**config.mk**
```make
export PLATFORM = sky130hd
export DESIGN_NAME = word_byte_feeder
export DESIGN_NICKNAME = d
export VERILOG_FILES = /design/src/rtl/feeder_pkg.sv /design/src/rtl/feeder_shifter.sv /design/src/rtl/feeder_seq.sv /design/src/rtl/feeder_out.sv /design/src/rtl/word_byte_feeder.sv
export SDC_FILE = /design/constraint.sdc
export NUM_CORES = 1
export LEC_CHECK = 0
export ABC_AREA = 0
export BUFFER_PORTS_ARGS = -buffer_cell sky130_fd_sc_hd__buf_2
export CAP_MARGIN = 20
export CORE_MARGIN = 3
export CORE_UTILIZATION = 55
export DETAILED_ROUTE_END_ITERATION = 10
export HOLD_SLACK_MARGIN = 0.08
export PLACE_DENSITY = 0.8
export SYNTH_ARGS = -nofsm -noshare
export SYNTH_HDL_FRONTEND = slang
export SYNTH_SLANG_ARGS = --single-unit
export TNS_END_PERCENT = 20
```
**constraint.sdc**
```tcl
create_clock -name clk -period 3.4 [get_ports clk]
set_input_delay 0.17 -clock clk [delete_from_list [all_inputs] [get_ports clk]]
set_output_delay 0.17 -clock clk [all_outputs]
set_load 0.01 [all_outputs]
```
**src/rtl/feeder_pkg.sv**
```systemverilog
package feeder_pkg;

  typedef enum logic [1:0] {
    ST_IDLE  = 2'd0,
    ST_SEND  = 2'd1,
    ST_DRAIN = 2'd2,
    ST_DONE  = 2'd3
  } feed_state_e;

  // remaining-byte count after an optional issue
  function automatic int unsigned remaining_after(input int unsigned left, input logic issued);
    if (issued && left != 0) return left - 1;
    return left;
  endfunction

  // bit offset of byte number idx inside the word
  function automatic int unsigned byte_offset(input int unsigned idx, input int unsigned bw);
    return idx * bw;
  endfunction

endpackage

```
**src/rtl/feeder_shifter.sv**
```systemverilog
module feeder_shifter #(
  parameter int WORD_W = 32,
  parameter int BYTE_W = 8
) (
  input  logic              clk,
  input  logic              rst,
  input  logic              load_en,
  input  logic              shift_en,
  input  logic [WORD_W-1:0] word_i,
  output logic [BYTE_W-1:0] low_byte
);
  logic [WORD_W-1:0] hold_q;

  always_ff @(posedge clk or posedge rst) begin
    if (rst) begin
      hold_q <= '0;
    end else if (load_en) begin
      hold_q <= word_i;
    end else if (shift_en) begin
      hold_q <= hold_q >> BYTE_W;
    end
  end

  assign low_byte = hold_q[BYTE_W-1:0];
endmodule

```
**src/rtl/feeder_seq.sv**
```systemverilog
module feeder_seq
  import feeder_pkg::*;
#(
  parameter int NBYTES = 4
) (
  input  logic clk,
  input  logic rst,
  input  logic load_req,
  input  logic fifo_full,
  output logic accept,
  output logic issue,
  output logic last,
  output logic busy,
  output logic done
);
  localparam int CNT_W = $clog2(NBYTES + 1);

  feed_state_e      state_q;
  logic [CNT_W-1:0] left_q;

  assign busy   = (state_q == ST_SEND) || (state_q == ST_DRAIN);
  assign done   = (state_q == ST_DONE);
  assign accept = load_req && !busy;
  assign issue  = (state_q == ST_SEND) && !fifo_full;
  assign last   = issue && (left_q == CNT_W'(1));

  always_ff @(posedge clk or posedge rst) begin
    if (rst) begin
      state_q <= ST_IDLE;
      left_q  <= '0;
    end else begin
      left_q <= CNT_W'(remaining_after(int'(left_q), issue));
      unique case (state_q)
        ST_IDLE, ST_DONE: begin
          if (accept) begin
            state_q <= ST_SEND;
            left_q  <= CNT_W'(NBYTES);
          end else begin
            state_q <= ST_IDLE;
          end
        end
        ST_SEND:  if (last) state_q <= ST_DRAIN;
        ST_DRAIN: state_q <= ST_DONE;
        default:  state_q <= ST_IDLE;
      endcase
    end
  end
endmodule

```
**src/rtl/feeder_out.sv**
```systemverilog
module feeder_out #(
  parameter int BYTE_W = 8
) (
  input  logic              clk,
  input  logic              rst,
  input  logic              issue,
  input  logic [BYTE_W-1:0] next_byte,
  output logic [BYTE_W-1:0] byte_q,
  output logic              wr_q
);
  always_ff @(posedge clk or posedge rst) begin
    if (rst) begin
      byte_q <= '0;
      wr_q   <= 1'b0;
    end else begin
      wr_q <= issue;
      if (issue) byte_q <= next_byte;
    end
  end
endmodule

```
**src/rtl/word_byte_feeder.sv**
```systemverilog
module word_byte_feeder #(
  parameter int WORD_W = 32,
  parameter int BYTE_W = 8
) (
  input  logic              clk,
  input  logic              rst,
  input  logic              load_i,
  input  logic [WORD_W-1:0] word_i,
  output logic              busy_o,
  output logic              done_o,
  output logic [BYTE_W-1:0] byte_o,
  output logic              wr_o,
  input  logic              fifo_full_i
);
  localparam int NBYTES = WORD_W / BYTE_W;

  // named internal events, observed by the checker
  logic              accept_w;
  logic              issue_w;
  logic              last_w;
  logic [BYTE_W-1:0] low_byte_w;

  feeder_seq #(.NBYTES(NBYTES)) u_seq (
    .clk(clk), .rst(rst), .load_req(load_i), .fifo_full(fifo_full_i),
    .accept(accept_w), .issue(issue_w), .last(last_w),
    .busy(busy_o), .done(done_o)
  );

  feeder_shifter #(.WORD_W(WORD_W), .BYTE_W(BYTE_W)) u_shift (
    .clk(clk), .rst(rst), .load_en(accept_w), .shift_en(issue_w),
    .word_i(word_i), .low_byte(low_byte_w)
  );

  feeder_out #(.BYTE_W(BYTE_W)) u_out (
    .clk(clk), .rst(rst), .issue(issue_w), .next_byte(low_byte_w),
    .byte_q(byte_o), .wr_q(wr_o)
  );
endmodule

```
==> results.json, run 1 <==
{
  "cp.buffers_inverters": 1,
  "grt_max_degree": 50,
  "crit_fanout": 12,
  "cts_tree": "built",
  "via_count": 1633,
  "row_count": 21,
  "cp_slowest_stage_delay_ns": 0.47,
  "hp-class": "in2async",
  "routedWlPerCell_um": 12.79,
  "async_reset_ff_share_pct": 100.0,
  "clock-sinks": 46,
  "dieWidth_um": 67.16,
  "antennaDiodeCount": 0,
  "crit_path_top_delay_cell": "and2_1",
  "cp.required_ns": 3.58,
  "synth_top_area_cell": "dfrtp_1",
  "synth-xor-area-share_pct": 0.4258,
  "io_buffers": 46,
  "clk_path_buf_depth": 2,
  "fp.dieH_um": 67.16,
  "r2r-start": "u_seq.state_q[0]$_DFFE_PP0P_",
  "grt_usage_pct": 20.09,
  "end_kind": "flip-flop",
  "path_clk_slew_ns": 0.08,
  "start_util_pct": 59.31,
  "viasPerCell": 5.354,
  "seq_power_share_pct": 44.6,
  "holdBufCountCts": 0,
  "slew_violations": 0,
  "htree_num_levels": 2,
  "p_int_w": 0.001342,
  "core_mm2": 0.003468,
  "fp.dieArea_mm2": 0.004510,
  "worst-setup-path-type": "reg2reg",
  "status": "finished clean",
  "holdWs_ns": 0.06640,
  "fmax_mhz": 588.9,
  "tightest_slew_ns": 0.9130,
  "path_cells": "inv_1 > ha_1 > and2_1 > nor2_4 > a22o_1",
  "fin_crit_ns": 1.698,
  "ys_types": 23,
  "ir_worst_vdd_v": 0.0005154,
  "hpwl_um": 2670,
  "path_delay_family": "simple AND/OR/NAND/NOR gates",
  "insertion_delay_ns": 0.29,
  "drtIter0Drc": 180,
  "clkPwrFrac_pct": 15.6,
  "syn_inst": 217,
  "finalWirelength_um": 3900,
  "power.leakage_nw": 1.215,
  "ant_nets": 0,
  "antenna_found_initial": 0,
  "num_io_pins": 47,
  "synth_top_area_share_pct": 55.96,
  "rsz0062_at_grt": "no",
  "yosys_most_used_dff": "dfrtp_1",
  "switchingPower_w": 0.0008172,
  "synth_compound_area_share_pct": 12.35,
  "final_util_pct": 67.75,
  "rr_worst_depth": 5,
  "maxCapViolations": 0,
  "synth_fa_ha_area_share_pct": 3.650,
  "syn_to_final_growth_pct": 14.23,
  "slew_headroom_pct": 39.04,
  "synth_common_cells": "73 x nand2_1, 46 x dfrtp_1, 26 x nor2_1",
  "drc": 0,
  "drive_gt1_share_pct": 22.78,
  "synthMuxAreaShare_pct": 0.9732,
  "power.density_mw_per_mm2": 919.0,
  "grt_pass1_vias": 1549,
  "period_share_pct": 49.94,
  "post_cts_buffers": 0,
  "place.gp.congestion": 0.8029,
  "ys_seq_area_share_pct": 55.96,
  "finalHoldViolCount": 0,
  "r2r-end": "u_shift.hold_q[30]$_DFFE_PP0P_",
  "grt_pass1_wl_um": 6817,
  "syn_avg_cell_area_um2": 9.479,
  "switching_share_pct": 37.84,
  "ys_ff_latch": 46,
  "final.setup.tns_ns": 0,
  "dr.pass1.iters": 6,
  "reg2reg_slack_ns": 1.70,
  "p_comb_share_pct": 39.8,
  "synth_area_mm2": 0.002057,
  "synth_top_family_by_area": "simple AND/OR/NAND/NOR gates",
  "cts_root_buf": "clkbuf_8",
  "syn_nets": 259,
  "crit_arrival_ns": 1.88,
  "yosysMostFrequentCell": "nand2_1",
  "numCtsBuffers": 5,
  "synth_edf_count": 0,
  "cts-resized-gates": 0,
  "ys_warn_count": 0,
  "nNetsFinal": 300,
  "startpoint_type": "flip-flop",
  "grt_overflow": 0,
  "clock_skew_ns": 0.006013,
  "synthSimpleGateAreaFrac_pct": 20.19,
  "finalSetupViolCount": 0,
  "synth_area_leaders": "dfrtp_1 56%, nand2_1 13%, a31oi_1 7.3%"
}
==> worst register-to-register path: stages, from the launching register on <==
cell	delay, ns
dfrtp_1	0.38
inv_1	0.07
ha_1	0.33
and2_1	0.47
nor2_4	0.14
a22o_1	0.20
==> how the worst max path moves through the flow <==
stage	startpoint	slack (ns)	end	cells past startpoint
2_1_floorplan	u_seq.state_q[0]$_DFFE_PP0P_	1.99	u_shift.hold_q[24]$_DFFE_PP0P_	5
3_3_place_gp	u_seq.state_q[1]$_DFFE_PP0P_	1.79	u_shift.hold_q[24]$_DFFE_PP0P_	6
3_5_place_dp	u_seq.state_q[1]$_DFFE_PP0P_	1.70	u_shift.hold_q[25]$_DFFE_PP0P_	6
4_1_cts	u_seq.state_q[1]$_DFFE_PP0P_	1.69	u_shift.hold_q[25]$_DFFE_PP0P_	6
5_1_grt	u_seq.state_q[1]$_DFFE_PP0P_	1.56	u_shift.hold_q[29]$_DFFE_PP0P_	6
6_report	u_seq.state_q[0]$_DFFE_PP0P_	1.70	u_shift.hold_q[30]$_DFFE_PP0P_	5
==> cell usage in the layout (no fill, tap or decap), drive strengths merged, types with 2 or more instances in the layout <==
cell    instances
nand2          73
buf            47
dfrtp          46
nor2           27
a31oi          24
inv             9
a22o            8
clkbuf          7
ha              6
mux2i           2
==> layout make-up <==
cell class / count / area (um^2)
Sequential cell: 46 / 1151
Clock inverter: 1 / 5.005
Tap cell: 46 / 57.56
Multi-Input combinational cell: 149 / 773.2
Fill cell: 291 / 1119
Clock buffer: 7 / 86.33
Timing Repair Buffer: 47 / 237.7
Inverter: 9 / 38.79
==> sequential cells by signal, indices dropped and copies added, names as in the netlist <==
name and flops:
u_shift.hold_q 32, u_out.byte_q 8, u_seq.left_q 3, u_seq.state_q 2, u_out.wr_q 1
==> power groups by stage <==
stage          Clock (W)  Combinational, W  Sequential, W
2_1_floorplan          0          0.000677       0.000965
3_3_place_gp           0          0.000826       0.000968
3_5_place_dp           0          0.000863       0.000975
4_1_cts         0.000342          0.000873       0.000964
5_1_grt         0.000370          0.000998       0.000999
6_report        0.000336          0.000860       0.000964
==> kinds of logic (layout without fill, tap and decap cells) <==
logic type                 count (synthesis)  in the layout
and+or+nand+nor                          103            103
buffers and inverters                     22             64
adders and majority gates                  6              6
AOI/OAI and AO/OA                         37             37
DFF                                       46             46
xor gates and xnor gates                   1              1
muxes                                      2              2
==> through the flow <==
stage / setup slack [ns] / cell area, um^2 / total power [W] / instances
2_1_floorplan: 1.986 / 2057 / 0.001642 / 217
3_3_place_gp: 1.787 / 2258 / 0.001794 / 297
3_5_place_dp: 1.700 / 2258 / 0.001838 / 297
4_1_cts: 1.690 / 2350 / 0.002180 / 305
5_1_grt: 1.561 / 2350 / 0.002366 / 305
6_report: 1.702 / 2350 / 0.002159 / 305
==> layer usage <==
layer	routed length, um	vias to the layer above	GRT usage [%]
li1	-	800	-
met1	1727	775	27.08
met2	1859	51	31.66
met3	253	7	5.657
met4	59	0	6.076
met5	0	-	0
(Power assumes the default switching activity.)
==> inputs of run 2 (changes only) <==
--- a/config.mk
+++ b/config.mk
@@ -9,10 +9,10 @@
 export BUFFER_PORTS_ARGS = -buffer_cell sky130_fd_sc_hd__buf_2
 export CAP_MARGIN = 20
 export CORE_MARGIN = 3
-export CORE_UTILIZATION = 55
+export CORE_UTILIZATION = 53
 export DETAILED_ROUTE_END_ITERATION = 10
 export HOLD_SLACK_MARGIN = 0.08
-export PLACE_DENSITY = 0.8
+export PLACE_DENSITY = 0.78
 export SYNTH_ARGS = -nofsm -noshare
 export SYNTH_HDL_FRONTEND = slang
 export SYNTH_SLANG_ARGS = --single-unit
==> constraint.sdc (replaced) <==
create_clock -name clk -period 1.7 [get_ports clk]
set_input_delay 0.085 -clock clk [delete_from_list [all_inputs] [get_ports clk]]
set_output_delay 0.085 -clock clk [all_outputs]
set_load 0.01 [all_outputs]
==> run 2 against run 1 <==
Utilization up 6.0 points. Combinational power up 120%. Hold slack better by 0.016 ns. Total power up 110%. Critical path depth unchanged. Sequential cell count unchanged. Clock power up 110%. Largest power group unchanged. Highest routed layer unchanged.
==> results.json, run 2 (same netlist as run 1, synthesis figures left out) <==
{
  "status": "finished clean",
  "ir_worst_vdd_v": 0.001281,
  "grt_usage_pct": 21.80,
  "drive_gt1_share_pct": 22.03,
  "ant_nets": 0,
  "row_count": 22,
  "fin_crit_ns": 1.544,
  "reg2reg_slack_ns": 0.16,
  "tightest_slew_ns": 0.6321,
  "switchingPower_w": 0.001682,
  "drc": 0,
  "grt_max_degree": 50,
  "place.gp.congestion": 0.7151,
  "grt_overflow": 0,
  "insertion_delay_ns": 0.29,
  "final_common_cell": "nand2_1",
  "hp-class": "in2reg",
  "rr_worst_depth": 5,
  "mostFrequentLayoutCells": "73 x nand2_1, 46 x buf_2, 46 x dfrtp_1, 32 x dlygate4sd3_1, 26 x nor2_1",
  "crit_fanout": 9,
  "io_buffers": 46,
  "worst-setup-path-type": "reg2reg",
  "dr.pass1.iters": 4,
  "antennaDiodeCount": 0,
  "nNetsFinal": 336,
  "cts_tree": "built",
  "highest_layer": "met4",
  "crit_arrival_ns": 1.73,
  "r2r-end": "u_shift.hold_q[29]$_DFFE_PP0P_",
  "top_register": "u_shift.hold_q",
  "clock_skew_ns": 0.004395,
  "hpwl_um": 2753,
  "end_kind": "flip-flop",
  "routedWlPerCell_um": 12.74,
  "antenna_found_initial": 0,
  "clock-sinks": 46,
  "num_io_pins": 47,
  "dieWidth_um": 68.30,
  "clkPwrFrac_pct": 15.4,
  "p_comb_share_pct": 41.4,
  "path_clk_slew_ns": 0.08,
  "startpoint_type": "flip-flop",
  "slew_violations": 0,
  "cp.required_ns": 1.89,
  "place_area_mm2": 0.002303,
  "p_int_w": 0.002793,
  "viasPerCell": 5.035,
  "r2r-start": "u_seq.state_q[0]$_DFFE_PP0P_",
  "met1_length_um": 1947,
  "min_from": "word_i[9]",
  "via_count": 1727,
  "power.leakage_nw": 1.373,
  "maxCapViolations": 0,
  "rsz0062_at_grt": "no",
  "final_area_mm2": 0.002720,
  "clk_path_buf_depth": 2,
  "drtIter0Drc": 130,
  "slew_headroom_pct": 57.80,
  "htree_num_levels": 2,
  "wl_met2_um": 2205,
  "post_cts_buffers": 0,
  "largest_reg_flops": 32,
  "holdWs_ns": 0.08256,
  "grt_pass1_wl_um": 7534,
  "finalSetupViolCount": 0,
  "seq_power_share_pct": 43.1,
  "finalHoldViolCount": 0,
  "numCtsBuffers": 5,
  "power.density_mw_per_mm2": 1645,
  "reg.largest.list": "u_shift.hold_q x32, u_out.byte_q x8, u_seq.left_q x3",
  "period_share_pct": 90.80,
  "fp.dieH_um": 68.30,
  "wl_met3_um": 199,
  "final.setup.tns_ns": 0,
  "cts_root_buf": "clkbuf_8",
  "grt_pass1_vias": 1696,
  "fp.dieArea_mm2": 0.004665,
  "core_mm2": 0.003689,
  "syn_to_final_growth_pct": 32.24,
  "finalWirelength_um": 4371,
  "cp-startpoint": "u_seq.state_q[0]$_DFFE_PP0P_",
  "switching_share_pct": 37.58,
  "crit_path_end": "u_shift.hold_q[29]$_DFFE_PP0P_",
  "start_util_pct": 55.77,
  "fmax_mhz": 647.8
}
## run 2: stage by stage
| stage | setup slack (ns) | util (%) | total power (W) | cells |
|---|---|---|---|---|
| finish | 0.1564 | 73.74 | 0.004475 | 343 |
| floorplan | 0.2856 | - | 0.003284 | 217 |
| global route | 0.03470 | 73.74 | 0.004897 | 343 |
| detailed placement | 0.1344 | 62.45 | 0.003747 | 303 |
| CTS | 0.1218 | 73.71 | 0.004491 | 343 |
| global placement | 0.1797 | 62.45 | 0.003667 | 303 |
## run 2: critical path: stages, from the launching register on
cell	delay, ns
dfrtp_1	0.39
inv_1	0.07
ha_1	0.33
and2_2	0.26
buf_4	0.17
a22o_1	0.22
## run 2: timing repair
action / 4_1_cts / 5_1_grt
setup endpoints to repair: 0 / 1
resized for setup: 0 / 1
endpoints found under the hold margin: 60 / 0
hold buffers: 32 / 0
## run 2: worst min-delay path by stage
stage,cells after the start,slack [ns],end
2_1_floorplan,1,0.22,u_shift.hold_q[24]$_DFFE_PP0P_
3_3_place_gp,2,0.20,u_out.byte_q[0]$_DFFE_PP0P_
3_5_place_dp,2,0.20,u_out.byte_q[0]$_DFFE_PP0P_
4_1_cts,3,0.08,u_shift.hold_q[9]$_DFFE_PP0P_
5_1_grt,3,0.08,u_shift.hold_q[9]$_DFFE_PP0P_
6_report,3,0.08,u_shift.hold_q[9]$_DFFE_PP0P_
## run 2: metal layers
metal | vias up | track usage [%]
met1 | 816 | 27.97
met2 | 44 | 36.58
li1 | 865 | -
met3 | 2 | 5.419
met4 | 0 | 5.955
met5 | - | 0
## run 2: cell type report
cell class / count / area [um^2]
flip-flops and latches: 46 / 1151
well taps: 48 / 60.06
clock inverters: 2 / 12.51
multi-input cells: 149 / 774.5
fillers: 284 / 968.4
clock buffers: 6 / 82.58
repair buffers: 83 / 600.6
inverters: 9 / 38.79
## run 2: power groups by stage
stage	Clock [W]	Sequential, W	Combinational, W
after floorplan	0	0.00193	0.00135
after global placement	0	0.00193	0.00174
after detailed placement	0	0.00195	0.00179
after CTS	0.000702	0.00193	0.00186
after global routing	0.000746	0.00200	0.00215
final	0.000691	0.00193	0.00185
